--- config.mk ---
export PLATFORM = sky130hd
export DESIGN_NAME = rtc_api_timer
export DESIGN_NICKNAME = d
export VERILOG_FILES = /design/src/rtl/rtc_pkg.sv /design/src/rtl/rtc_prescaler.sv /design/src/rtl/rtc_main_counter.sv /design/src/rtl/rtc_period_unit.sv /design/src/rtl/rtc_api_timer.sv
export SDC_FILE = /design/constraint.sdc
export NUM_CORES = 1
export LEC_CHECK = 0
export ABC_AREA = 1
export BUFFER_PORTS_ARGS = -buffer_cell sky130_fd_sc_hd__buf_2
export CORE_MARGIN = 2
export CORE_UTILIZATION = 30
export DETAILED_ROUTE_END_ITERATION = 10
export PLACE_DENSITY_LB_ADDON = 0.1
export SYNTH_ARGS = -nofsm -noshare
export SYNTH_HDL_FRONTEND = slang
export SYNTH_SLANG_ARGS = --single-unit
--- constraint.sdc ---
create_clock -name clk -period 3.19 [get_ports clk]
set_clock_uncertainty 0.15 [all_clocks]
set_input_delay 0.957 -clock clk [delete_from_list [all_inputs] [get_ports clk]]
set_output_delay 0.957 -clock clk [all_outputs]
set_load 0.05 [all_outputs]
--- src/rtl/rtc_pkg.sv ---
package rtc_pkg;

    localparam int CTRL_W = 32;
    localparam int CMP_W  = 12;
    localparam int API_W  = 10;
    localparam int SEL_W  = 2;
    localparam int NSRC   = 1 << SEL_W;

    // register addresses
    localparam logic [1:0] ADDR_CTRL = 2'd0;
    localparam logic [1:0] ADDR_STAT = 2'd1;
    localparam logic [1:0] ADDR_CNT  = 2'd2;

    // status bit positions
    localparam int STAT_CMP = 0;
    localparam int STAT_PER = 1;
    localparam int STAT_ROV = 2;

    // control word, first member is the MSB
    typedef struct packed {
        logic               run;
        logic               cmp_ie;
        logic               frz;
        logic               rov_en;
        logic [CMP_W-1:0]   cmp_val;
        logic               per_en;
        logic               per_ie;
        logic [SEL_W-1:0]   src_sel;
        logic               div512;
        logic               div32;
        logic [API_W-1:0]   per_len;
    } ctrl_t;

    typedef struct packed {
        logic cmp_f;
        logic per_f;
        logic rov_f;
    } flags_t;

endpackage

--- src/rtl/rtc_prescaler.sv ---
module rtc_prescaler #(
    parameter int STAGE_A_W = 5,
    parameter int STAGE_B_W = 9
) (
    input  logic clk,
    input  logic rst_n,
    input  logic clear,
    input  logic tick_i,
    input  logic div_a_en,
    input  logic div_b_en,
    output logic tick_o
);

    localparam logic [STAGE_A_W-1:0] A_LAST = '1;
    localparam logic [STAGE_B_W-1:0] B_LAST = '1;

    typedef struct packed {
        logic [STAGE_A_W-1:0] a;
        logic [STAGE_B_W-1:0] b;
    } pre_state_t;

    pre_state_t st_d, st_q;
    logic       mid_tick;

    always_comb begin
        st_d = st_q;
        // first stage
        if (div_a_en) begin
            mid_tick = tick_i && (st_q.a == A_LAST);
            if (tick_i) st_d.a = st_q.a + 1'b1;
        end else begin
            mid_tick = tick_i;
        end
        // second stage, fed by the first
        if (div_b_en) begin
            tick_o = mid_tick && (st_q.b == B_LAST);
            if (mid_tick) st_d.b = st_q.b + 1'b1;
        end else begin
            tick_o = mid_tick;
        end
        if (clear) st_d = '0;
    end

    always_ff @(posedge clk or negedge rst_n) begin
        if (!rst_n) st_q <= '0;
        else        st_q <= st_d;
    end

endmodule

--- src/rtl/rtc_main_counter.sv ---
module rtc_main_counter #(
    parameter int CNT_W   = 32,
    parameter int CMP_LSB = 10,
    parameter int CMP_W   = 12
) (
    input  logic             clk,
    input  logic             rst_n,
    input  logic             clear,
    input  logic             tick_i,
    input  logic [CMP_W-1:0] cmp_val,
    input  logic             rov_en,
    output logic [CNT_W-1:0] count_o,
    output logic             match_rise_o,
    output logic             rollover_o
);

    localparam logic [CNT_W-1:0] CNT_TOP = '1;

    typedef struct packed {
        logic [CNT_W-1:0] cnt;
        logic             match;
    } cnt_state_t;

    cnt_state_t st_d, st_q;
    logic       match_now;

    always_comb begin
        st_d         = st_q;
        match_now    = (cmp_val != '0) && (st_q.cnt[CMP_LSB +: CMP_W] == cmp_val);
        match_rise_o = match_now && !st_q.match && !clear;
        rollover_o   = tick_i && rov_en && (st_q.cnt == CNT_TOP) && !clear;
        st_d.match   = match_now;
        if (tick_i) st_d.cnt = st_q.cnt + 1'b1;
        if (clear)  st_d = '0;
    end

    always_ff @(posedge clk or negedge rst_n) begin
        if (!rst_n) st_q <= '0;
        else        st_q <= st_d;
    end

    assign count_o = st_q.cnt;

endmodule

--- src/rtl/rtc_period_unit.sv ---
module rtc_period_unit #(
    parameter int LEN_W = 10
) (
    input  logic             clk,
    input  logic             rst_n,
    input  logic             clear,
    input  logic             tick_i,
    input  logic             en,
    input  logic [LEN_W-1:0] len,
    output logic             event_o
);

    typedef struct packed {
        logic [LEN_W-1:0] cnt;
    } per_state_t;

    per_state_t st_d, st_q;
    logic [LEN_W-1:0] last_val;

    always_comb begin
        st_d     = st_q;
        last_val = len - 1'b1;
        event_o  = en && tick_i && (len != '0) && (st_q.cnt == last_val) && !clear;
        if (tick_i) begin
            if (event_o) st_d.cnt = '0;
            else         st_d.cnt = st_q.cnt + 1'b1;
        end
        if (clear || !en) st_d = '0;
    end

    always_ff @(posedge clk or negedge rst_n) begin
        if (!rst_n) st_q <= '0;
        else        st_q <= st_d;
    end

endmodule

--- src/rtl/rtc_api_timer.sv ---
module rtc_api_timer
    import rtc_pkg::*;
#(
    parameter int CNT_W   = 32,
    parameter int CMP_LSB = 10
) (
    input  logic             clk,
    input  logic             por_n,
    input  logic             rst_n,
    input  logic             wr_en,
    input  logic [1:0]       addr,
    input  logic [31:0]      wr_data,
    output logic [31:0]      rd_data,
    input  logic [NSRC-1:0]  src_tick,
    input  logic             dbg_mode,
    output logic             rtc_irq,
    output logic             api_irq,
    output logic             wakeup
);

    localparam int PRE_A_W = 5;   // divide by 32
    localparam int PRE_B_W = 9;   // divide by 512

    ctrl_t      ctrl_d, ctrl_q;
    flags_t     flg_d, flg_q;
    logic       sys_rst_n;
    logic       clear;
    logic       raw_tick;
    logic       pre_tick;
    logic [CNT_W-1:0] count;
    logic       match_rise;
    logic       rollover;
    logic       per_event;
    logic       clr_wr;
    logic       cmp_flag, per_flag, rov_flag;

    assign sys_rst_n = por_n & rst_n;
    assign clear     = !ctrl_q.run;
    // freeze gates the timebase ahead of the whole tick chain
    assign raw_tick  = src_tick[ctrl_q.src_sel] && !(ctrl_q.frz && dbg_mode) && ctrl_q.run;

    rtc_prescaler #(
        .STAGE_A_W (PRE_A_W),
        .STAGE_B_W (PRE_B_W)
    ) u_pre (
        .clk      (clk),
        .rst_n    (sys_rst_n),
        .clear    (clear),
        .tick_i   (raw_tick),
        .div_a_en (ctrl_q.div32),
        .div_b_en (ctrl_q.div512),
        .tick_o   (pre_tick)
    );

    rtc_main_counter #(
        .CNT_W   (CNT_W),
        .CMP_LSB (CMP_LSB),
        .CMP_W   (CMP_W)
    ) u_cnt (
        .clk          (clk),
        .rst_n        (sys_rst_n),
        .clear        (clear),
        .tick_i       (pre_tick),
        .cmp_val      (ctrl_q.cmp_val),
        .rov_en       (ctrl_q.rov_en),
        .count_o      (count),
        .match_rise_o (match_rise),
        .rollover_o   (rollover)
    );

    rtc_period_unit #(
        .LEN_W (API_W)
    ) u_per (
        .clk     (clk),
        .rst_n   (sys_rst_n),
        .clear   (clear),
        .tick_i  (pre_tick),
        .en      (ctrl_q.per_en),
        .len     (ctrl_q.per_len),
        .event_o (per_event)
    );

    // next-state of control and flags
    always_comb begin
        ctrl_d = ctrl_q;
        flg_d  = flg_q;
        clr_wr = wr_en && (addr == ADDR_STAT);
        if (wr_en && (addr == ADDR_CTRL)) ctrl_d = ctrl_t'(wr_data);
        // write-one-to-clear, a set in the same cycle wins
        if (clr_wr) begin
            if (wr_data[STAT_CMP]) flg_d.cmp_f = 1'b0;
            if (wr_data[STAT_PER]) flg_d.per_f = 1'b0;
            if (wr_data[STAT_ROV]) flg_d.rov_f = 1'b0;
        end
        if (match_rise) flg_d.cmp_f = 1'b1;
        if (per_event)  flg_d.per_f = 1'b1;
        if (rollover)   flg_d.rov_f = 1'b1;
        if (clear)      flg_d = '0;
    end

    // control word: power-on reset only
    always_ff @(posedge clk or negedge por_n) begin
        if (!por_n) ctrl_q <= '0;
        else        ctrl_q <= ctrl_d;
    end

    // flags: power-on or system reset
    always_ff @(posedge clk or negedge sys_rst_n) begin
        if (!sys_rst_n) flg_q <= '0;
        else            flg_q <= flg_d;
    end

    assign cmp_flag = flg_q.cmp_f;
    assign per_flag = flg_q.per_f;
    assign rov_flag = flg_q.rov_f;

    always_comb begin
        rd_data = '0;
        case (addr)
            ADDR_CTRL: rd_data = ctrl_q;
            ADDR_STAT: begin
                rd_data[STAT_CMP] = cmp_flag;
                rd_data[STAT_PER] = per_flag;
                rd_data[STAT_ROV] = rov_flag;
            end
            ADDR_CNT:  rd_data = 32'(count);
            default:   rd_data = '0;
        endcase
    end

    assign rtc_irq = ctrl_q.cmp_ie && (cmp_flag || rov_flag);
    assign api_irq = ctrl_q.per_ie && per_flag;
    assign wakeup  = rov_flag;

endmodule

==> results.yml <==
timing:
  tightest_slew_ps: 587
  rsz0062_at_grt: "no"
  finalSetupViolCount: 0
  finalCritPeriodShare: 0.971
  drv_slew: 0
  timing.final.hold_violations: 0
  fmax_mhz: 323
  period_needed_ps: 3100
  max_slew_margin: 0.608
flow_run:
  maxCapViolCount: 0
clocking:
  cts_tree: "done"
  cts_sinks: 92
  worstSkewPairLatency_ps: 350
  cts.repair.resized: 0
  postCtsSetupRepairBufs: 0
  numCtsBuffers: 9
  clockBufferDepth: 2
  ctsHoldBuffers: 0
  h-tree-depth: 3
  clockRootBuffer: "clkbuf_16"
  path_clk_slew_ps: 70
final_layout:
  antennaDiodeCount: 0
  multiInputGateArea_um2: 3180
  layout_commonest_cell: "nand2_1"
  areaGrowthSynthToFinish_pct: 21.7
  fillers: 2008
  layout.nets: 947
  final_cell_mix: "191 x nand2_1, 108 x inv_1, 101 x nor2_1"
  layout-drive-gt1-share: 0.184
  fin_util: 0.374
  seq_area_um2: 2300
logic_synthesis:
  ys.flop_type: "dfrtp_1"
  synth.largest_area_cell: "dfrtp_1"
  synth_warnings: 0
  synthTopCellsByArea: "dfrtp_1 40%, nand2_1 12%, inv_1 7.1%"
  ys_seq_elements: 92
  syn_area_per_cell_um2: 7.12
  synth_top_area_share: 0.397
  synth-edff-count: 0
  ys_types: 40
  async_flop_share: 1.00
  netlist_instances: 814
  syn_nets: 865
  seq_area_frac_synth: 0.397
  syn_area_um2: 5790
route:
  drtAntennaViolNets: 0
  first_pass_iters: 4
  drc_errors: 0
  dr_total_vias: 5552
  post_drt_wl_per_cell_um: 16.1
  viasPerCell: 4.79
  drt_iter0_drc: 367
  wirelength_um: 18700
worst_hold_path:
  min_from: "u_cnt.st_q[0]"
  hold_path_class: "flop to flop"
die:
  pin_count: 78
  rows: 50
  fp.dieW_um: 143
  die-area_um2: 20400
  start_util: 0.308
  die_h_um: 143
  core-area_um2: 18800
global_route:
  use_met3: 0.0298
  gr-usage-met2: 0.297
  grt_pass1_wl_um: 30600
  grt_pass1_vias: 5447
  grt-busiest-layer: "met2"
  use_met1: 0.289
  grt_usage: 0.195
  grt.overflow.total: 0
  grt_max_degree: 37
  grt_antenna_before_repair: 0
critical_path:
  cp-end-kind: "output pin"
  critPathKind: "input pin to output pin"
  worstSetupStartpoint: "addr[0]"
  crit_fanout: 13
  crit_required_ps: 2080
  critical_path_arrival_ps: 1990
  startpoint_type: "input pin"
  r2r-start: "u_pre.st_q[0]"
run_status:
  status: "finished, final reports clean"
power:
  p_total_uw: 3080
  leakagePower_uw: 0.00327
  powerDensity_nw_per_um2: 436
  peakVddDrop_mv: 0.248
placement:
  dpl.hpwl_um: 14900
  routabilityCongestion: 0.917
  port_buffers: 77
-- sequential cells by signal, indices dropped and copies added (netlist names) --
register / flops
wakeup: 1
u_cnt.st_q: 1
ctrl_q: 32
per_flag: 1
u_per.st_q: 10
u_pre.st_q: 14
u_cnt.count_o: 32
cmp_flag: 1
-- final cells by class --
class                           instances  share of cell area
Timing Repair Buffer                   95              0.0774
Multi-Input combinational cell        584               0.450
Tap cell                              260              0.0461
Clock buffer                            9              0.0319
Inverter                              114              0.0607
Clock inverter                          6             0.00692
Sequential cell                        92               0.326
-- kinds of logic after synthesis --
| kind of cell | after synthesis | synth area share |
|---|---|---|
| multiplexers | 4 | 0.00777 |
| flip-flops | 92 | 0.397 |
| AO/OA/AOI/OAI | 117 | 0.112 |
| buffers and inverters | 138 | 0.0963 |
| AND/OR/NAND/NOR | 428 | 0.329 |
| XOR/XNOR | 27 | 0.0408 |
| adder cells (fa/ha/maj) | 8 | 0.0173 |
-- stage by stage --
| step | setup TNS [ps] | cells | hold slack, ps | instance area (um^2) | worst slack [ps] |
|---|---|---|---|---|---|
| after floorplan | -1470 | 814 | 261 | 6040 | -141 |
| after global placement | 0 | 1145 | 267 | 6780 | 122 |
| after detailed placement | 0 | 1145 | 277 | 6780 | 111 |
| after CTS | 0 | 1160 | 288 | 7050 | 101 |
| after global routing | 0 | 1160 | 303 | 7050 | 28.7 |
| final | 0 | 1160 | 285 | 7050 | 93.2 |
-- path summary, 6_finish.rpt --
kind                                     endpoint  slack, ps  cells past startpoint
worst max register to register  u_cnt.count_o[17]        450                     14
worst min register to register           cmp_flag        280                      1
max in group asynchronous       u_cnt.count_o[25]       1490                      4
min in group asynchronous                cmp_flag        560                      3
worst min-delay path                     cmp_flag        280                      1
worst max-delay path                   rd_data[1]         90                      6
-- Yosys cell counts (all sizes together) (4+ instances only) --
| master | instances |
|---|---|
| xnor2 | 7 |
| inv | 114 |
| nor4 | 5 |
| a21oi | 44 |
| nor3 | 33 |
| nand4 | 20 |
| clkbuf | 12 |
| o21ai | 39 |
| buf | 12 |
| nand2 | 194 |
| o22ai | 24 |
| mux2 | 4 |
| nor2 | 113 |
| xor2 | 20 |
| ha | 8 |
| dfrtp | 92 |
| nand3 | 58 |
-- layer usage --
metal / routed length, um / vias up
met1: 9670 / 2617
met5: 0 / -
met4: 221 / 0
met3: 733 / 16
met2: 8110 / 115
li1: - / 2804
-- critical path, cell delays in order --
cell      delay [ps]
buf_2            140
inv_1             90
nand2_2           70
buf_4            210
o221ai_1         210
buf_2            300
-- power by group --
group / internal (uW) / leakage (uW) / switching (uW)
clock network: 531 / 0.000125 / 493
registers: 1250 / 0.00118 / 89.6
logic: 217 / 0.00197 / 494
total: 2000 / 0.00327 / 1080
Note: power is estimated with default switching activity, not from simulation.
